<file path="config.mk">
export PLATFORM = sky130hd
export DESIGN_NAME = cfg_chan_ctrl
export DESIGN_NICKNAME = d
export VERILOG_FILES = /design/src/rtl/cfg_chan_ctrl.sv
export SDC_FILE = /design/constraint.sdc
export NUM_CORES = 1
export LEC_CHECK = 0
export ABC_CLOCK_PERIOD_IN_PS = 1800
export BUFFER_PORTS_ARGS = -buffer_cell sky130_fd_sc_hd__buf_2
export CAP_MARGIN = 15
export CELL_PAD_IN_SITES_DETAIL_PLACEMENT = 0
export CELL_PAD_IN_SITES_GLOBAL_PLACEMENT = 1
export CORE_MARGIN = 2
export CORE_UTILIZATION = 28
export CTS_BUF_LIST = sky130_fd_sc_hd__clkbuf_4
export CTS_CLUSTER_DIAMETER = 40
export DETAILED_ROUTE_END_ITERATION = 12
export PLACE_DENSITY_LB_ADDON = 0.1
export SLEW_MARGIN = 10
export SYNTH_ARGS = -nofsm -noshare
export SYNTH_HDL_FRONTEND = slang
export SYNTH_SLANG_ARGS = --single-unit
</file>
<file path="constraint.sdc">
create_clock -name clk -period 1.8 [get_ports clk]
set_input_delay 0.36 -clock clk [delete_from_list [all_inputs] [get_ports clk]]
set_output_delay 0.36 -clock clk [all_outputs]
set_load 0.01 [all_outputs]
</file>
<file path="src/rtl/cfg_chan_ctrl.sv">
module cfg_chan_ctrl #(
  parameter int N_CLK = 4,
  parameter int DW = 32,
  parameter logic [16*DW-1:0] CLK_RST = '0
) (
  input  logic                clk,
  input  logic                rst_n,
  input  logic                dout_we,
  input  logic [31:0]         dout_wdata,
  input  logic                ctrl_we,
  input  logic [31:0]         ctrl_wdata,
  output logic [31:0]         dout_q,
  output logic [31:0]         ctrl_q,
  output logic [1:0]          stat_q,
  output logic [31:0]         rtn_q,
  output logic [N_CLK*DW-1:0] clk_words
);
  localparam logic [31:0] KEEP_MASK = 32'h43F0_0FFF;
  localparam logic [31:0] CTRL_RST  = 32'h0010_0000;

  logic [11:0]   idx;
  logic [5:0]    fn;
  logic          go, dir_wr, ok;
  logic [DW-1:0] sel_word;

  assign idx    = ctrl_wdata[11:0];
  assign fn     = ctrl_wdata[25:20];
  assign dir_wr = ctrl_wdata[30];
  assign go     = ctrl_we & ctrl_wdata[31];
  assign ok     = (fn == 6'd1) && (32'(idx) < N_CLK);

  always_comb begin
    sel_word = '0;
    for (int i = 0; i < N_CLK; i++)
      if (32'(idx) == i) sel_word = clk_words[i*DW +: DW];
  end

  always_ff @(posedge clk) begin
    if (!rst_n) begin
      dout_q <= '0;
      ctrl_q <= CTRL_RST;
      stat_q <= '0;
      rtn_q  <= '0;
    end else begin
      if (dout_we) dout_q <= dout_wdata;
      if (ctrl_we) begin
        ctrl_q <= ctrl_wdata & KEEP_MASK;
        stat_q <= go ? {~ok, 1'b1} : 2'b00;
        if (go && ok && !dir_wr) rtn_q <= 32'(sel_word);
      end
    end
  end

  for (genvar g = 0; g < N_CLK; g++) begin : g_word
    always_ff @(posedge clk) begin
      if (!rst_n)
        clk_words[g*DW +: DW] <= CLK_RST[g*DW +: DW];
      else if (go && ok && dir_wr && 32'(idx) == g)
        clk_words[g*DW +: DW] <= dout_q[DW-1:0];
    end
  end
endmodule

</file>
Yosys cells after proc, flatten, opt, wreduce, memory -nomap -nowiden
Cells that the tools add are included.
Widths: inputs -> output; s select.
- register bits: 213
- input bits: 68
- output and inout port bits: 226
- word-level logic and storage cells: 31
- order comparisons: 1
- eq/ne operators: 4
- muxes and demuxes: 5
- bitwise logic cells: 2
- reduce and logical (&&, ||, !) cells: 11
- operators by type and width (kind ; number):
    $mux 32 ; 4
    $eq 12x2->1 const B ; 2
    $eq 12x1->1 const B ; 1
    $logic_not 12->1 ; 1
    $lt 12x3->1 const B ; 1
    $logic_and 1x1->1 ; 8
    $eq 6x1->1 const B ; 1
    $mux 2 ; 1
    $reduce_and 2->1 ; 1
    $and 1x1->1 ; 1
    $logic_not 1->1 ; 1
    $not 1->1 ; 1

Longest topological paths before layout
Gate-level depths: netlist (run 1).
- depth in word-level cells: 5
- gate-level depth with buffers: 7
- mapped depth without buffers: 4

Least setup slack after synthesis (run 1)
Ideal clock, no wire load.
- kind: input to register
- start: input port ctrl_wdata[2]
- end: register clk_words[100]
- setup time: 0.120 ns
- arrival: 1.778 ns
- data required time: 1.680 ns
- setup slack: -0.098 ns
- stages: 6
- path buffers: 3
- cells stage by stage: or4_4 -> buf_6 -> or3_4 -> buf_6 -> buf_12 -> mux2i_1
- word-level cells in the longest chain between the ends: 5
- elaborated cells on any way between the ends: 6
- classes of those cells: order compare (1); eq/ne (1); reduce/logical (4)
- RTL lines (what ; RTL line ; RTL):
    from (decl) ; 11 ; input logic [31:0] ctrl_wdata,
    $lt 12x3->1 ; 30 ; assign ok = (fn == 6'd1) && (32'(idx) < N_CLK);
    $logic_and 1x1->1 ; 30 ;
    $logic_and 1x1->1 (2 in series) ; 58 ; else if (go && ok && dir_wr && 32'(idx) == g)
    $logic_and 1x1->1 * ; 58 ;
    to (signal, indexed assignment) ; 57 ; clk_words[g*DW +: DW] <= CLK_RST[g*DW +: DW];
    to (signal, indexed assignment) ; 59 ; clk_words[g*DW +: DW] <= dout_q[DW-1:0];
    to (decl) ; 16 ; output logic [N_CLK*DW-1:0] clk_words
Every way passes the cells marked *; elsewhere a longest branch is shown, timed or not.
A chain may end at the register's enable or synchronous reset.

Worst setup path in the final report (run 1)
- start: input port ctrl_we
- end: register clk_words[19]
- word-level cells in the longest chain between the ends: 4
- RTL lines (what ; RTL line ; RTL):
    from (decl) ; 10 ; input logic ctrl_we,
    $and 1x1->1 ; 29 ; assign go = ctrl_we & ctrl_wdata[31];
    $logic_and 1x1->1 (3 in series) ; 58 ;
No other way between the ends.

==> results of run 1 <==
power groups by stage:
stage	logic, mW	clock network [mW]	registers, mW
after floorplan	0.383	0	4.96
after global placement	0.713	0	4.94
after detailed placement	0.713	0	4.94
after CTS	0.791	4.61	4.83
after global routing	0.856	4.83	4.84
final	0.781	4.41	4.83
metrics by stage:
step                      hold slack (ps)  area, sq um  setup TNS (ps)  utilization [%]  cells
after floorplan                       487         8740           -6550                -    851
after global placement                443        10800          -47900             35.4   1491
after detailed placement              442        10800          -46130             35.4   1491
after CTS                            4.65        12000               0             39.3   1637
after global routing                 15.4        12000               0             39.3   1638
final                                73.9        12000               0             39.3   1638
registers in the layout (all words and copies together) (netlist names):
register	flops
clk_words	128
stat_q	2
ctrl_q	19
rtn_q	32
dout_q	32
synth_stat cells:
| cell | number |
|---|---|
| dfxtp_1 | 213 |
| mux2i_1 | 179 |
| nand2_1 | 165 |
| nor2b_1 | 81 |
| clkbuf_1 | 47 |
| a211o_1 | 32 |
| o221ai_1 | 32 |
| o2bb2ai_1 | 32 |
| buf_4 | 22 |
| buf_1 | 5 |
| buf_12 | 3 |
| buf_2 | 2 |
| buf_6 | 2 |
| nand3_1 | 2 |
| nor4_1 | 2 |
| nor4_4 | 2 |
| a21boi_0 | 1 |
| a21boi_1 | 1 |
| and2_1 | 1 |
| and3_1 | 1 |
| and4_1 | 1 |
| conb_1 | 1 |
| inv_1 | 1 |
| nand2b_1 | 1 |
| nand3b_1 | 1 |
| nand4_2 | 1 |
| nand4b_1 | 1 |
| nor2_1 | 1 |
| nor3_2 | 1 |
| nor4_2 | 1 |
| nor4b_1 | 1 |
| nor4bb_1 | 1 |
| or3_4 | 1 |
| or4_4 | 1 |
per-layer routing:
layer	GRT usage, %	up-vias	wire length (microns)
met1	22.5	3574	13200
met4	4.94	0	541
met2	28.8	246	13500
met3	4.85	50	1860
li1	-	3661	-
met5	0	-	0
worst min-delay path by stage:
stage	startpoint	endpoint	slack, ps
finish	ctrl_wdata[25]	ctrl_q[25]	70
global route	ctrl_wdata[23]	ctrl_q[23]	20
CTS	ctrl_wdata[4]	ctrl_q[4]	5
detailed placement	rtn_q[18]	rtn_q[18]	440
global placement	rtn_q[31]	rtn_q[31]	440
floorplan	clk_words[95]	clk_words[95]	490
cell families (layout without fill, tap and decap cells):
family	after synthesis	count (layout)	synth area share (%)
AO/OA/AOI/OAI	98	98	9.85
AND/OR/NAND/NOR	266	266	15.1
other	1	14	0.0432
multiplexers	179	179	20.6
buffers and inverters	82	472	5.26
flip-flops	213	213	49.1
worst max-delay path: stages:
cell	delay (ps)
dlygate4sd3_1	540
buf_2	140
and3_1	160
nand4_2	120
buf_4	180
nor4_4	170
buf_4	200
buf_12	150
mux2i_1	190
final cells by class:
class / instances / area (sq um) / area share [%]
timing repair buffer: 370 / 2460 / 20.5
clock buffer: 91 / 683 / 5.68
sequential: 213 / 4260 / 35.5
antenna: 1 / 2.50 / 0.0208
clock inverter: 10 / 63.8 / 0.531
inverter: 1 / 3.75 / 0.0312
tap: 396 / 495 / 4.12
multi-input combinational: 556 / 4040 / 33.6
==> metrics.md, run 1 <==
| Metric | Value |
|---|---|
| Mapped cell area | `0.00869 sq mm` |
| Share of layout cells above drive strength 1 | `34.6%` |
| Post CTS Setup Buffer Count | `0` |
| Hold Fails Final Rpt | `0` |
| Terminus of the critical flop-to-flop path | `dout_q[21]` |
| Wire per inst | `17.8 microns` |
| Vias in the first global route | `7622` |
| Max frequency | `0.615 GHz` |
| R2R setup slack | `630 ps` |
| Final Wtd Congestion | `0.705` |
| Die ar. | `0.0325 sq mm` |
| Pre-CTS setup slack | `-385 ps` |
| Setup crit start kind | `input port` |
| Row count | `64` |
| CTS root buf | `clkbuf_4` |
| DRT Wirelength | `29100 microns` |
| CTS Buf Count | `60` |
| DR vias | `7531` |
| Cts repair resizes | `0` |
| Int Power | `7.55 mW` |
| Port bufs | `268` |
| Clk_skew | `12.6 ps` |
| Fillers | `3134` |
| Pwr Density | `834 mW/mm^2` |
| Final ANT Viol Nets | `0` |
| Worst setup path class | `in2reg` |
| Residual DRC | `0` |
| Commonest non-fill, non-tap cell in the layout | `buf_2` |
| Critical Path Start | `ctrl_we` |
| Sequential element share of the synthesized area | `49.1%` |
| Mean Syn Cell Area | `10.4 sq um` |
| First-pass GRT wire length | `45100 microns` |
| Clk Latency, worst-skew pair | `670 ps` |
| Detailed placement HPWL | `19600 microns` |
| Die Wd | `180 microns` |
| Total track usage | `17.5%` |
| Clk slew on worst S/H paths | `60 ps` |
| Die Ht | `180 microns` |
| Largest net degree at the start of global routing | `76` |
| Outcome | `completed` |
| Initial antenna violation count | `1` |
| Drt pass-1 iters | `5` |
| Overall Power | `10.0 mW` |
| Final #Nets | `1270` |
| Post-synth top area share | `49.1%` |
| Combinational Power Share | `7.8%` |
| Yosys warns | `0` |
| Yosys reg bits | `213` |
| Flop pwr share | `48.2%` |
| Lkg Pwr | `5.61 nW` |
| Clock group share of total power | `44.0%` |
| Unique cell type count in the Yosys netlist | `34` |
| Slew Limit Fails | `0` |
| Area growth from synthesis to layout | `38.3%` |
| Hold_buf cts | `45` |
| Psw | `2.48 mW` |
| Gr ovfl total | `0` |
| RR Startpoint | `dout_q[21]` |
| Synth top area cells | `dfxtp_1, mux2i_1, nand2_1` |
| Crit path DAT | `2220 ps` |
| Vias per std cell | `4.60` |
| Post-route minimum period | `1630 ps` |
| Worst hold stages | `4` |
| Total clock sinks | `213` |
| VDD IR max | `0.000432 V` |
| Most frequent cells in the layout | `buf_2, dfxtp_1, mux2i_1` |
| Max-cap check violation count | `0` |
| Ports | `294` |
| Core box area | `0.0306 sq mm` |
| DR iter-0 viols | `352` |
| Setup violations, final | `0` |
| Worst reg2reg path depth | `3` |
| Worst EP required | `2390 ps` |
| Worst min-delay path category | `in2reg` |
| CP Capture Type | `flip-flop` |
| RSZ-0062 raised after global routing | `false` |
| Switching part of the total | `24.7%` |
| Maximum clock path buffer count | `3` |
| Initial core utilization | `28.4%` |
| Slack of the critical path | `173 ps` |
| Max FO, Critical Path | `10` |
| H-tree depth | `2` |
| Final period utilization | `90.4%` |
| Cells after Synth | `839` |
| Leading area contributor after synthesis | `dfxtp_1` |
| Setup crit end | `clk_words[19]` |
| CTS tree | `yes` |
Note: power is estimated with default switching activity, not from simulation.
==> run 2: changes to the inputs <==
- CORE_UTILIZATION: 28 -> 35
- SETUP_SLACK_MARGIN: not set -> 0.5
==> run 2 against run 1 <==
First-iteration DRC count is 3.7% higher. Sequential cell count stayed put. Routed wire length is 8.1% higher. Sequential power hardly changed. Critical endpoint is now clk_words[3]. Critical path type is now reg2out. Worst hold slack worse by 9.7 ps. Final cell count is 5.9% higher. Global-route usage is 5.3 points higher. Cell area is 25% higher. Combinational power is 24% higher. Sequential share of layout area is 5.4 points lower. Maximum frequency is 8.6% higher. Clock skew is 12 ps higher.
==> metrics.md, run 2 (synthesis gave the netlist of run 1 again) <==
| Metric | Value |
|---|---|
| Slowest-stage cell, CP | `dfxtp_2 (was dlygate4sd3_1)` |
| Wire per inst | `18.1 microns (was 17.8 microns)` |
| Drt pass-1 iters | `5 (unchanged)` |
| Slack of the critical path | `302 ps (was 173 ps)` |
| Setup crit start kind | `flip-flop (was input port)` |
| Clk_skew | `24.5 ps (was 12.6 ps)` |
| First-pass GRT wire length | `47000 microns (was 45100 microns)` |
| Port bufs | `268 (unchanged)` |
| Max FO, Critical Path | `3 (was 10)` |
| Largest register FFs | `128 (unchanged)` |
| R2R setup slack | `630 ps (about the same)` |
| Worst min-delay path category | `in2reg (unchanged)` |
| Max_slew headroom | `63.8%` |
| Worst reg2reg path depth | `5 (was 3)` |
| Design area | `0.0151 sq mm (was 0.0120 sq mm)` |
| Commonest non-fill, non-tap cell in the layout | `buf_6 (was buf_2)` |
| Most frequent cells in the layout | `buf_6, dfxtp_2, buf_4 (was buf_2, dfxtp_1, mux2i_1)` |
| Hold endpoint | `ctrl_q[5] (was ctrl_q[25])` |
| Die ar. | `0.0261 sq mm (was 0.0325 sq mm)` |
| Maximum clock path buffer count | `3 (unchanged)` |
| Post-route minimum period | `1500 ps (was 1630 ps)` |
| Met2 Track Usage GR | `38.6% (was 28.8%)` |
| CP Capture Type | `output port (was flip-flop)` |
| Worst EP required | `1440 ps (was 2390 ps)` |
| Initial antenna violation count | `1 (unchanged)` |
| Gr ovfl total | `0 (unchanged)` |
| Actual slew at the worst max-slew pin | `542 ps` |
| Vias in the first global route | `8469 (was 7622)` |
| Overall Power | `10.3 mW (was 10.0 mW)` |
| Terminus of the critical flop-to-flop path | `rtn_q[7] (was dout_q[21])` |
| Slew Limit Fails | `0 (unchanged)` |
| Crit path DAT | `1140 ps (was 2220 ps)` |
| HP Start | `ctrl_wdata[5] (was ctrl_wdata[25])` |
| Critical path cell sequence | `buf_6 (was dlygate4sd3_1, buf_2, and3_1, nand4_2, buf_4, nor4_4, buf_4, buf_12, mux2i_1)` |
| Fin Setup TNS | `0 ps (unchanged)` |
| Vias per std cell | `4.79 (was 4.60)` |
| Hold Fails Final Rpt | `0 (unchanged)` |
| Final ANT Viol Nets | `0 (unchanged)` |
| Die Ht | `162 microns (was 180 microns)` |
| CTS root buf | `clkbuf_4 (unchanged)` |
| Bufs and invs on worst path | `1 (was 5)` |
| Final period utilization | `83.2% (was 90.4%)` |
| Max frequency | `0.668 GHz (was 0.615 GHz)` |
| RSZ-0062 raised after global routing | `true (was false)` |
| Die Wd | `162 microns (was 180 microns)` |
| Total track usage | `22.8% (was 17.5%)` |
| Lkg Pwr | `6.84 nW (was 5.61 nW)` |
| Fin util | `62.0% (was 39.3%)` |
| CTS Buf Count | `59 (was 60)` |
| Outcome | `completed (unchanged)` |
| H-tree depth | `2 (unchanged)` |
| Initial core utilization | `35.7% (was 28.4%)` |
| VDD IR max | `0.000423 V (was 0.000432 V)` |
| Layer with the highest usage | `met2 (unchanged)` |
| Max-cap check violation count | `0 (unchanged)` |
| Ports | `294 (unchanged)` |
| CTS tree | `yes (unchanged)` |
| DRT Wirelength | `31400 microns (was 29100 microns)` |
| Final Wtd Congestion | `0.743 (was 0.705)` |
| Pre-CTS setup slack | `-231 ps (was -385 ps)` |
| Met3 Usage GRT | `6.50% (was 4.85%)` |
| Total clock sinks | `213 (unchanged)` |
| DR vias | `8315 (was 7531)` |
| Max stage delay on crit path | `360 ps (was 540 ps)` |
| Share of layout cells above drive strength 1 | `58.4% (was 34.6%)` |
| Worst setup path class | `reg2out (was in2reg)` |
| Area growth from synthesis to layout | `73.5% (was 38.3%)` |
| Clk slew on worst S/H paths | `70 ps (was 60 ps)` |
| Top delay family on crit path | `flip-flops (was buffers and inverters)` |
| RR Startpoint | `clk_words[7] (was dout_q[21])` |
| Clk Latency, worst-skew pair | `670 ps (about the same)` |
| Setup violations, final | `0 (unchanged)` |
| Worst hold stages | `4 (unchanged)` |
| Largest net degree at the start of global routing | `55 (was 76)` |
| Largest register by flop count | `clk_words (unchanged)` |
| Pwr Density | `684 mW/mm^2 (was 834 mW/mm^2)` |
| Met1 Track Usage GR | `28.0% (was 22.5%)` |
| Detailed placement HPWL | `17700 microns (was 19600 microns)` |
| Residual DRC | `0 (unchanged)` |
| Post-Place Cell Area | `0.0107 sq mm (was 0.0108 sq mm)` |
| Core box area | `0.0243 sq mm (was 0.0306 sq mm)` |
| DR iter-0 viols | `365 (was 352)` |
| Top Registers | `clk_words x128, dout_q x32, rtn_q x32 (unchanged)` |
| Final #Nets | `1428 (was 1270)` |
| Row count | `57 (was 64)` |
==> run 2: cell count changes in the layout (fill, tap and decap cells not counted), moves of 2 or more <==
| cell | delta |
|---|---|
| buf_6 | +228 |
| nor4_1 | -2 |
| dlygate4sd3_1 | -7 |
| buf_2 | -220 |
| clkinv_1 | +2 |
| buf_4 | +148 |
| dfxtp_2 | +212 |
| diode_2 | +2 |
| clkbuf_4 | +7 |
| nor4_4 | +2 |
| buf_16 | +2 |
| clkbuf_16 | +6 |
| dfxtp_1 | -213 |
==> run 2: per-layer routing <==
metal	wire [microns]	part of all wire (%)
met3	2130	6.8
met2	15200	48
met4	544	1.7
met5	0	0
met1	13500	43
==> run 2: per-stage QoR <==
stage	cells	hold slack (ps)
final	1735	64.2
after global routing	1735	33.0
after CTS	1697	12.6
after detailed placement	1410	442
after global placement	1410	440
after floorplan	851	487
==> run 2: how the worst max path moves through the flow <==
stage,startpoint,endpoint,slack (ps),depth (start not counted)
4_1_cts,clk_words[23],clk_words[23],240,1
3_3_place_gp,ctrl_wdata[9],clk_words[6],-230,7
3_5_place_dp,ctrl_wdata[9],clk_words[4],-230,7
2_1_floorplan,ctrl_wdata[2],clk_words[100],-80,6
5_1_grt,clk_words[16],clk_words[16],210,1
6_report,clk_words[3],clk_words[3],300,1
==> run 2: worst min-delay path, stage by stage <==
cell and delay (ps):
buf_6 70, buf_4 100, mux2i_1 60, nor2b_1 100
==> run 2: what timing repair did <==
item                                    in CTS  in global routing
hold buffers                                38                  0
endpoints found under the setup margin     225                328
cloned                                       2                  6
setup buffers                              138                 29
endpoints found under the hold margin       39                  0
pin swaps                                    3                  7
resized for setup                          444                 31
==> run 2: report_power, final <==
group	leakage, nW	switching, mW	internal [mW]
sequential	1.83	0.0526	4.79
clock	0.467	2.06	2.44
combinational	4.55	0.463	0.508
total	6.84	2.58	7.74
==> run 2: area by class of cell <==
class | count | area (sq um)
tap | 324 | 405
antenna | 3 | 7.51
multi-input combinational | 556 | 4130
timing repair buffer | 529 | 5210
inverter | 1 | 3.75
clock inverter | 11 | 45.0
sequential | 213 | 4530
clock buffer | 98 | 736
fill | 2051 | 9250
